**src/rtl/useq_pkg.sv**
```systemverilog
package useq_pkg;

    typedef enum logic [1:0] {
        SRC_UPC   = 2'b00,
        SRC_AREG  = 2'b01,
        SRC_STACK = 2'b10,
        SRC_DATA  = 2'b11
    } src_e;

    typedef enum logic [1:0] {
        OP_HOLD = 2'b00,
        OP_PUSH = 2'b01,
        OP_POP  = 2'b10
    } stk_op_e;

endpackage

```
**src/rtl/useq_src_mux.sv**
```systemverilog
module useq_src_mux
    import useq_pkg::*;
#(
    parameter int ADDR_W = 4
) (
    input  src_e              sel,
    input  logic              zero_n,
    input  logic [ADDR_W-1:0] upc,
    input  logic [ADDR_W-1:0] areg,
    input  logic [ADDR_W-1:0] top,
    input  logic [ADDR_W-1:0] data,
    output logic [ADDR_W-1:0] y
);

    logic [ADDR_W-1:0] pick;

    always_comb begin
        unique case (sel)
            SRC_UPC:   pick = upc;
            SRC_AREG:  pick = areg;
            SRC_STACK: pick = top;
            SRC_DATA:  pick = data;
            default:   pick = upc;
        endcase
    end

    assign y = zero_n ? pick : '0;

endmodule

```
**src/rtl/useq_upc.sv**
```systemverilog
module useq_upc #(
    parameter int ADDR_W = 4
) (
    input  logic              clk,
    input  logic              rst,
    input  logic [ADDR_W-1:0] y,
    input  logic              cin,
    output logic [ADDR_W-1:0] upc,
    output logic              cout
);

    logic [ADDR_W-1:0] upc_q;
    logic [ADDR_W-1:0] upc_d;

    always_comb begin
        upc_d = y + {{(ADDR_W-1){1'b0}}, cin};
    end

    always_ff @(posedge clk) begin
        if (rst) begin
            upc_q <= '0;
        end else begin
            upc_q <= upc_d;
        end
    end

    assign upc  = upc_q;
    assign cout = cin & (&y);

endmodule

```
**src/rtl/useq_areg.sv**
```systemverilog
module useq_areg #(
    parameter int ADDR_W = 4
) (
    input  logic              clk,
    input  logic              rst,
    input  logic              ld_n,
    input  logic [ADDR_W-1:0] d,
    output logic [ADDR_W-1:0] q
);

    logic [ADDR_W-1:0] q_r;

    always_ff @(posedge clk) begin
        if (rst) begin
            q_r <= '0;
        end else if (!ld_n) begin
            q_r <= d;
        end
    end

    assign q = q_r;

endmodule

```
**src/rtl/useq_stack.sv**
```systemverilog
module useq_stack
    import useq_pkg::*;
#(
    parameter int ADDR_W = 4,
    parameter int DEPTH  = 4,
    localparam int PTR_W = (DEPTH > 1) ? $clog2(DEPTH) : 1
) (
    input  logic              clk,
    input  logic              rst,
    input  stk_op_e           op,
    input  logic [ADDR_W-1:0] push_val,
    output logic [ADDR_W-1:0] top,
    output logic [PTR_W-1:0]  ptr
);

    logic [ADDR_W-1:0] mem [DEPTH];
    logic [PTR_W-1:0]  ptr_q;
    logic [PTR_W-1:0]  ptr_d;

    // next pointer per stack action
    always_comb begin
        unique case (op)
            OP_PUSH: ptr_d = ptr_q + PTR_W'(1);
            OP_POP:  ptr_d = ptr_q - PTR_W'(1);
            OP_HOLD: ptr_d = ptr_q;
            default: ptr_d = ptr_q;
        endcase
    end

    // pointer state register
    always_ff @(posedge clk) begin
        if (rst) begin
            ptr_q <= '0;
        end else begin
            ptr_q <= ptr_d;
        end
    end

    // entry file: a push writes the slot the pointer moves to
    always_ff @(posedge clk) begin
        if (!rst && op == OP_PUSH) begin
            mem[ptr_d] <= push_val;
        end
    end

    assign top = mem[ptr_q];
    assign ptr = ptr_q;

endmodule

```
**src/rtl/useq_slice.sv**
```systemverilog
module useq_slice
    import useq_pkg::*;
#(
    parameter int ADDR_W = 4,
    parameter int DEPTH  = 4,
    localparam int PTR_W = (DEPTH > 1) ? $clog2(DEPTH) : 1
) (
    input  logic              clk,
    input  logic              rst,
    input  logic [1:0]        src_sel,
    input  logic              stk_hold,
    input  logic              stk_push,
    input  logic              carry_in,
    input  logic              areg_ld_n,
    input  logic              zero_n,
    input  logic [ADDR_W-1:0] d_in,
    output logic [ADDR_W-1:0] y,
    output logic              carry_out
);

    stk_op_e           stk_op;
    logic [ADDR_W-1:0] upc_q;
    logic [ADDR_W-1:0] areg_q;
    logic [ADDR_W-1:0] stk_top;
    logic [PTR_W-1:0]  stk_ptr;

    always_comb begin
        if (stk_hold) begin
            stk_op = OP_HOLD;
        end else if (stk_push) begin
            stk_op = OP_PUSH;
        end else begin
            stk_op = OP_POP;
        end
    end

    useq_src_mux #(.ADDR_W(ADDR_W)) u_mux (
        .sel    (src_e'(src_sel)),
        .zero_n (zero_n),
        .upc    (upc_q),
        .areg   (areg_q),
        .top    (stk_top),
        .data   (d_in),
        .y      (y)
    );

    useq_upc #(.ADDR_W(ADDR_W)) u_upc (
        .clk  (clk),
        .rst  (rst),
        .y    (y),
        .cin  (carry_in),
        .upc  (upc_q),
        .cout (carry_out)
    );

    useq_areg #(.ADDR_W(ADDR_W)) u_areg (
        .clk  (clk),
        .rst  (rst),
        .ld_n (areg_ld_n),
        .d    (d_in),
        .q    (areg_q)
    );

    useq_stack #(.ADDR_W(ADDR_W), .DEPTH(DEPTH)) u_stack (
        .clk      (clk),
        .rst      (rst),
        .op       (stk_op),
        .push_val (upc_q),
        .top      (stk_top),
        .ptr      (stk_ptr)
    );

endmodule

```
**config.mk**
```make
export PLATFORM = sky130hd
export DESIGN_NAME = useq_slice
export DESIGN_NICKNAME = d
export VERILOG_FILES = /design/src/rtl/useq_pkg.sv /design/src/rtl/useq_src_mux.sv /design/src/rtl/useq_upc.sv /design/src/rtl/useq_areg.sv /design/src/rtl/useq_stack.sv /design/src/rtl/useq_slice.sv
export SDC_FILE = /design/constraint.sdc
export NUM_CORES = 1
export LEC_CHECK = 0
export BUFFER_PORTS_ARGS = -buffer_cell sky130_fd_sc_hd__clkbuf_2
export CORE_MARGIN = 4
export CORE_UTILIZATION = 55
export DETAILED_ROUTE_END_ITERATION = 12
export PLACE_DENSITY = 0.84
export SLEW_MARGIN = 20
export SYNTH_ARGS = -nofsm -noshare
export SYNTH_HDL_FRONTEND = slang
export SYNTH_SLANG_ARGS = --single-unit
```
**constraint.sdc**
```tcl
create_clock -name clk -period 3.87 [get_ports clk]
set_clock_uncertainty 0.2 [all_clocks]
set_input_delay 0.387 -clock clk [delete_from_list [all_inputs] [get_ports clk]]
set_output_delay 0.387 -clock clk [all_outputs]
set_load 0.05 [all_outputs]
```
Word level (Yosys, flattened, before mapping):

Memories as Yosys holds them, arrays and structs flattened. A register that Yosys moved wholly into a read port is not among the register bits.
Cells that the tools add are included.

* reduce and logical (&&, ||, !) cells: 4
* mux-type cells: 8
* eq/ne operators: 5
* bitwise gates (word level): 1
* $add $sub $neg: 3

Operators by type and width (count)
* 4-bit case mux with 4 select lines: 1
* 2-bit equality test, second input constant: 3
* 2-bit two-way mux: 3
* 4-bit by 1-bit adder with 4-bit output: 1
* 2-bit by 1-bit equality test with 1-bit output, second input constant: 2
* 4-bit two-way mux: 1
* 2-bit case mux with 2 select lines: 1
* 4-bit AND reduction: 1
* 2-bit by 1-bit adder with 2-bit output, second input constant: 1
* 2-bit logical NOT: 1
* 1-bit two-way mux: 2
* 2-bit by 1-bit subtractor with 2-bit output, second input constant: 1
* 1-bit bitwise AND: 1
* 1-bit logical AND: 1
* 1-bit logical NOT: 1

* memory bits (writable): 16
* output and inout port bits: 5
* logic and storage cells: 25
* memories kept: 1
* input bits: 13
* bits in registers: 10

Memory list
* u_stack.mem: depth 4, width 4, rd ports 1, clocked after memory_dff 1, write ports 1, RTL line useq_stack.sv:16 `logic [ADDR_W-1:0] mem [DEPTH];`

Logic depth before layout (Yosys ltp):

* depth in word-level cells: 6
* mapped depth: 10
* mapped depth without buffers: 8

Modules after synthesis:

Synthesis repeated with hierarchy kept, for this count alone.

* cells, all modules: 97
* area, all modules: 1263.7 µm²

By module, submodules not included
* useq_stack: times used 1, cells an instance 50, sequential area each 520.5 µm², area an instance 802.0 µm²
* useq_upc: times used 1, cells an instance 17, sequential area each 80.1 µm², area an instance 177.7 µm²
* useq_areg: times used 1, cells an instance 13, sequential area each 80.1 µm², area an instance 140.1 µm²
* useq_src_mux: times used 1, cells an instance 15, sequential area each 0.0 µm², area an instance 126.4 µm²
* useq_slice: times used 1, cells an instance 2, sequential area each 0.0 µm², area an instance 17.5 µm²

Worst setup path before layout:

No wires, ideal clock.

* path type: input-to-output
* start point: input src_sel[1]
* end point: output carry_out
* buffers on the path: 1
* cell stages on the path: 6
* data required time: 3.283 ns
* data arrival time: 2.265 ns
* setup slack: 1.018 ns
* cells stage by stage: clkbuf_1 nand2b_1 a21oi_1 o21ai_0 a21oi_1 and2_1

* word-level cells in the longest chain between the ends: 5
* elaborated cells between the ends (all ways): 8
* those cells by class: 3 x eq/ne; 2 x mux; 1 x bitwise; 2 x reduce/logical

RTL lines
* from (decl): RTL line useq_slice.sv:10 `input logic [1:0] src_sel,`
* 2-bit equality test, or another cell as far along: RTL line useq_src_mux.sv:18 `unique case (sel)`
* 4-bit case mux with 4 select lines *: RTL line useq_src_mux.sv:18
* 4-bit two-way mux *: RTL line useq_src_mux.sv:27 `assign y = zero_n ? pick : '0;`
* named net y[0]: RTL line useq_slice.sv:17 `output logic [ADDR_W-1:0] y,`
* 4-bit AND reduction *: RTL line useq_upc.sv:28 `assign cout = cin & (&y);`
* 1-bit bitwise AND *: RTL line useq_upc.sv:28
* to (decl): RTL line useq_slice.sv:18 `output logic carry_out`

The timed path passes the listed nets; every way through them passes the cells marked *.

==> impl_metrics.env <==
export IMPL_status="complete, no violations"
export IMPL_track_usage_pct=15.4
export IMPL_syn_inst=100
export IMPL_cts_hold_buf=0
export IMPL_ys_types=34
export IMPL_core_area_um2=2040
export IMPL_wl_per_cell_um=15.5
export IMPL_num_vias=807
export IMPL_numPortBuffers=17
export IMPL_crit_cells=6
export IMPL_max_cap_violations=0
export IMPL_required_ps=3280
export IMPL_antenna_found_initial=0
export IMPL_synth_edff_count=16
export IMPL_worst_hold_path_type="in -> reg"
export IMPL_period_minus_slack_ps=2940
export IMPL_dp_hpwl_um=1740
export IMPL_clock_sinks=26
export IMPL_final_net_count=130
export IMPL_min_delay_path_depth=3
export IMPL_hold_path_end="u_areg.q[0]"
export IMPL_cts_root_buf="clkbuf_4"
export IMPL_tightestPinTransition_ps=611
export IMPL_synth_seq_area_share_pct=55.3
export IMPL_drt_total_wl_um=2180
export IMPL_yosys_area_top_type="edfxtp_1"
export IMPL_grt_overflow_total=0
export IMPL_clockBufferDepth=2
export IMPL_syn_area_um2=1230
export IMPL_path_cells="mux2i_1, or3_4, a31oi_4, and4_1, and2_1, clkbuf_2"
export IMPL_setup_viol_count_final=0
export IMPL_synth_seq_cells=26
export IMPL_synth_commonest_cells="edfxtp_1, mux2i_1, dfxtp_1"
export IMPL_route_detailed_drc=0
export IMPL_clk_pin_slew_ps=140
export IMPL_dieArea_um2=3060
export IMPL_post_cts_resized=0
export IMPL_worstPathBufferInverterCount=1
export IMPL_grt_pass1_vias=799
export IMPL_reg2reg_slack_ps=1430
export IMPL_htree_levels=1
export IMPL_die_w_um=55.3
export IMPL_diodes=0
export IMPL_slowest_delay_ps=740
export IMPL_die_height_um=55.3
export IMPL_path_max_fanout=14
export IMPL_fin_crit_sh_pct=76.0
export IMPL_area_delta_synth_final_pct=9.65
export IMPL_reg2reg_depth=7
export IMPL_viasPerCell=5.72
export IMPL_io_pins=18
export IMPL_grt_pass1_wl_um=3650
export IMPL_power_density_nw_per_um2=427
export IMPL_r2r_end="u_upc.upc[3]"
export IMPL_synth_area_top_cells="edfxtp_1, dfxtp_1, mux2i_1, nor2b_1, nor2_1"
export IMPL_synth_warnings=0
export IMPL_min_from="d_in[0]"
export IMPL_r2r_start="u_stack.ptr[0]"
export IMPL_critPathLaunchType="flop"
export IMPL_rsz0062_at_grt="no"
export IMPL_whs_ps=111
export IMPL_synth_most_common_cell="edfxtp_1"
export IMPL_avgSynthCellArea_um2=12.3
export IMPL_maxClockFrequency_mhz=340
export IMPL_leakage_nw=0.526
export IMPL_finalMaxSlewViolations=0
export IMPL_hold_violations=0
export IMPL_end_kind="primary output"
export IMPL_worst_skew_pair_late_latency_ps=320
export IMPL_yosys_area_top_type_share_pct=39.0
export IMPL_cts_setup_buffers=0
export IMPL_layout_drive_gt1_share_pct=22.8
export IMPL_ant_nets=0
export IMPL_crit_arrival_ps=2360
export IMPL_final_setup_tns_ps=0
export IMPL_postSynth_asyncResetShare_pct=0
export IMPL_cts_buffers=3
export IMPL_firstDrtPassIters=4
export IMPL_slew_headroom_pct=59.2
export IMPL_cp_slowest_cell="dfxtp_1"
export IMPL_initial_core_util_pct=60.3
export IMPL_final_util_pct=66.1
export IMPL_synth_fp_nets=115
export IMPL_worstSetupPathType="reg -> out"
export IMPL_cts_tree="done"
export IMPL_fp_row_count=16
export IMPL_drt_iter0_markers=17
export IMPL_fillers=161
export IMPL_synth_ff_type="edfxtp_1"
export IMPL_grt_max_degree=16
export IMPL_cp_top_family="flip-flops"
export IMPL_ir_drop_mv=0.260
export IMPL_gp_congestion=0.814
-- power by group --
part / internal [mW] / switching, mW / total, mW
logic: 0.0311 / 0.0429 / 0.0740
registers: 0.306 / 0.0153 / 0.321
clock network: 0.105 / 0.0771 / 0.182
-- routing by layer --
layer,part of all wire [%],global-route usage [%],wire [um]
met5,0,0,0
met4,1.2,5.21,27
met3,4.1,3.03,90
met2,50,26.0,1090
met1,45,19.5,976
-- worst max-delay path by stage --
stage,start,endpoint
2_1_floorplan,src_sel[1],carry_out
3_3_place_gp,u_stack.ptr[0],carry_out
3_5_place_dp,u_stack.ptr[0],carry_out
4_1_cts,u_stack.ptr[0],carry_out
5_1_grt,u_stack.ptr[0],carry_out
6_report,u_stack.ptr[0],carry_out
-- state kept, by name, indices dropped and copies added, names as in the netlist --
register and cells:
u_areg.q 4, u_stack.mem 16, u_stack.ptr 2, u_upc.upc 4
-- layout by cell type, fill, tap and decap left out, drive strengths merged, types with 4 or more instances in the layout --
cell type and count:
clkbuf 20, dfxtp 10, edfxtp 16, mux2i 11, nand2 4, nor2 8, nor2b 5, o21ai 5
-- kinds of logic after synthesis --
| group | count (synthesis) | share of synthesized area (%) |
|---|---|---|
| AO/OA/AOI/OAI | 14 | 8.94 |
| flip-flops | 26 | 55.3 |
| multiplexers | 13 | 11.1 |
| XOR/XNOR | 3 | 2.13 |
| AND/OR/NAND/NOR | 35 | 16.3 |
| adder cells (fa/ha/maj) | 2 | 2.03 |
| buffers and inverters | 7 | 4.27 |
-- worst reg2reg max path, stage by stage (launching register included) --
cell	delay (ps)
dfxtp_1	740
mux2i_1	190
a21oi_1	190
o21ai_0	110
a21oi_1	280
ha_1	250
nand3_2	90
mux2_4	310
-- through the flow --
step / total power, mW / area (um2) / setup slack, ps / std cells
detailed placement: 0.402 / 1300 / 1260 / 137
global route: 0.606 / 1350 / 751 / 141
floorplan: 0.387 / 1230 / 1020 / 100
finish: 0.577 / 1350 / 928 / 141
CTS: 0.582 / 1350 / 899 / 141
global placement: 0.399 / 1300 / 1320 / 137
-- area by class of cell --
type                            instances  area, um2  share of cell area [%]
Clock inverter                          1       30.0                    2.22
Tap cell                               27       33.8                    2.50
Multi-Input combinational cell         67        498                    36.9
Clock buffer                            3       22.5                    1.67
Timing Repair Buffer                   17       85.1                    6.30
Sequential cell                        26        681                    50.4
No activity file was read; power rests on OpenSTA's default activity.
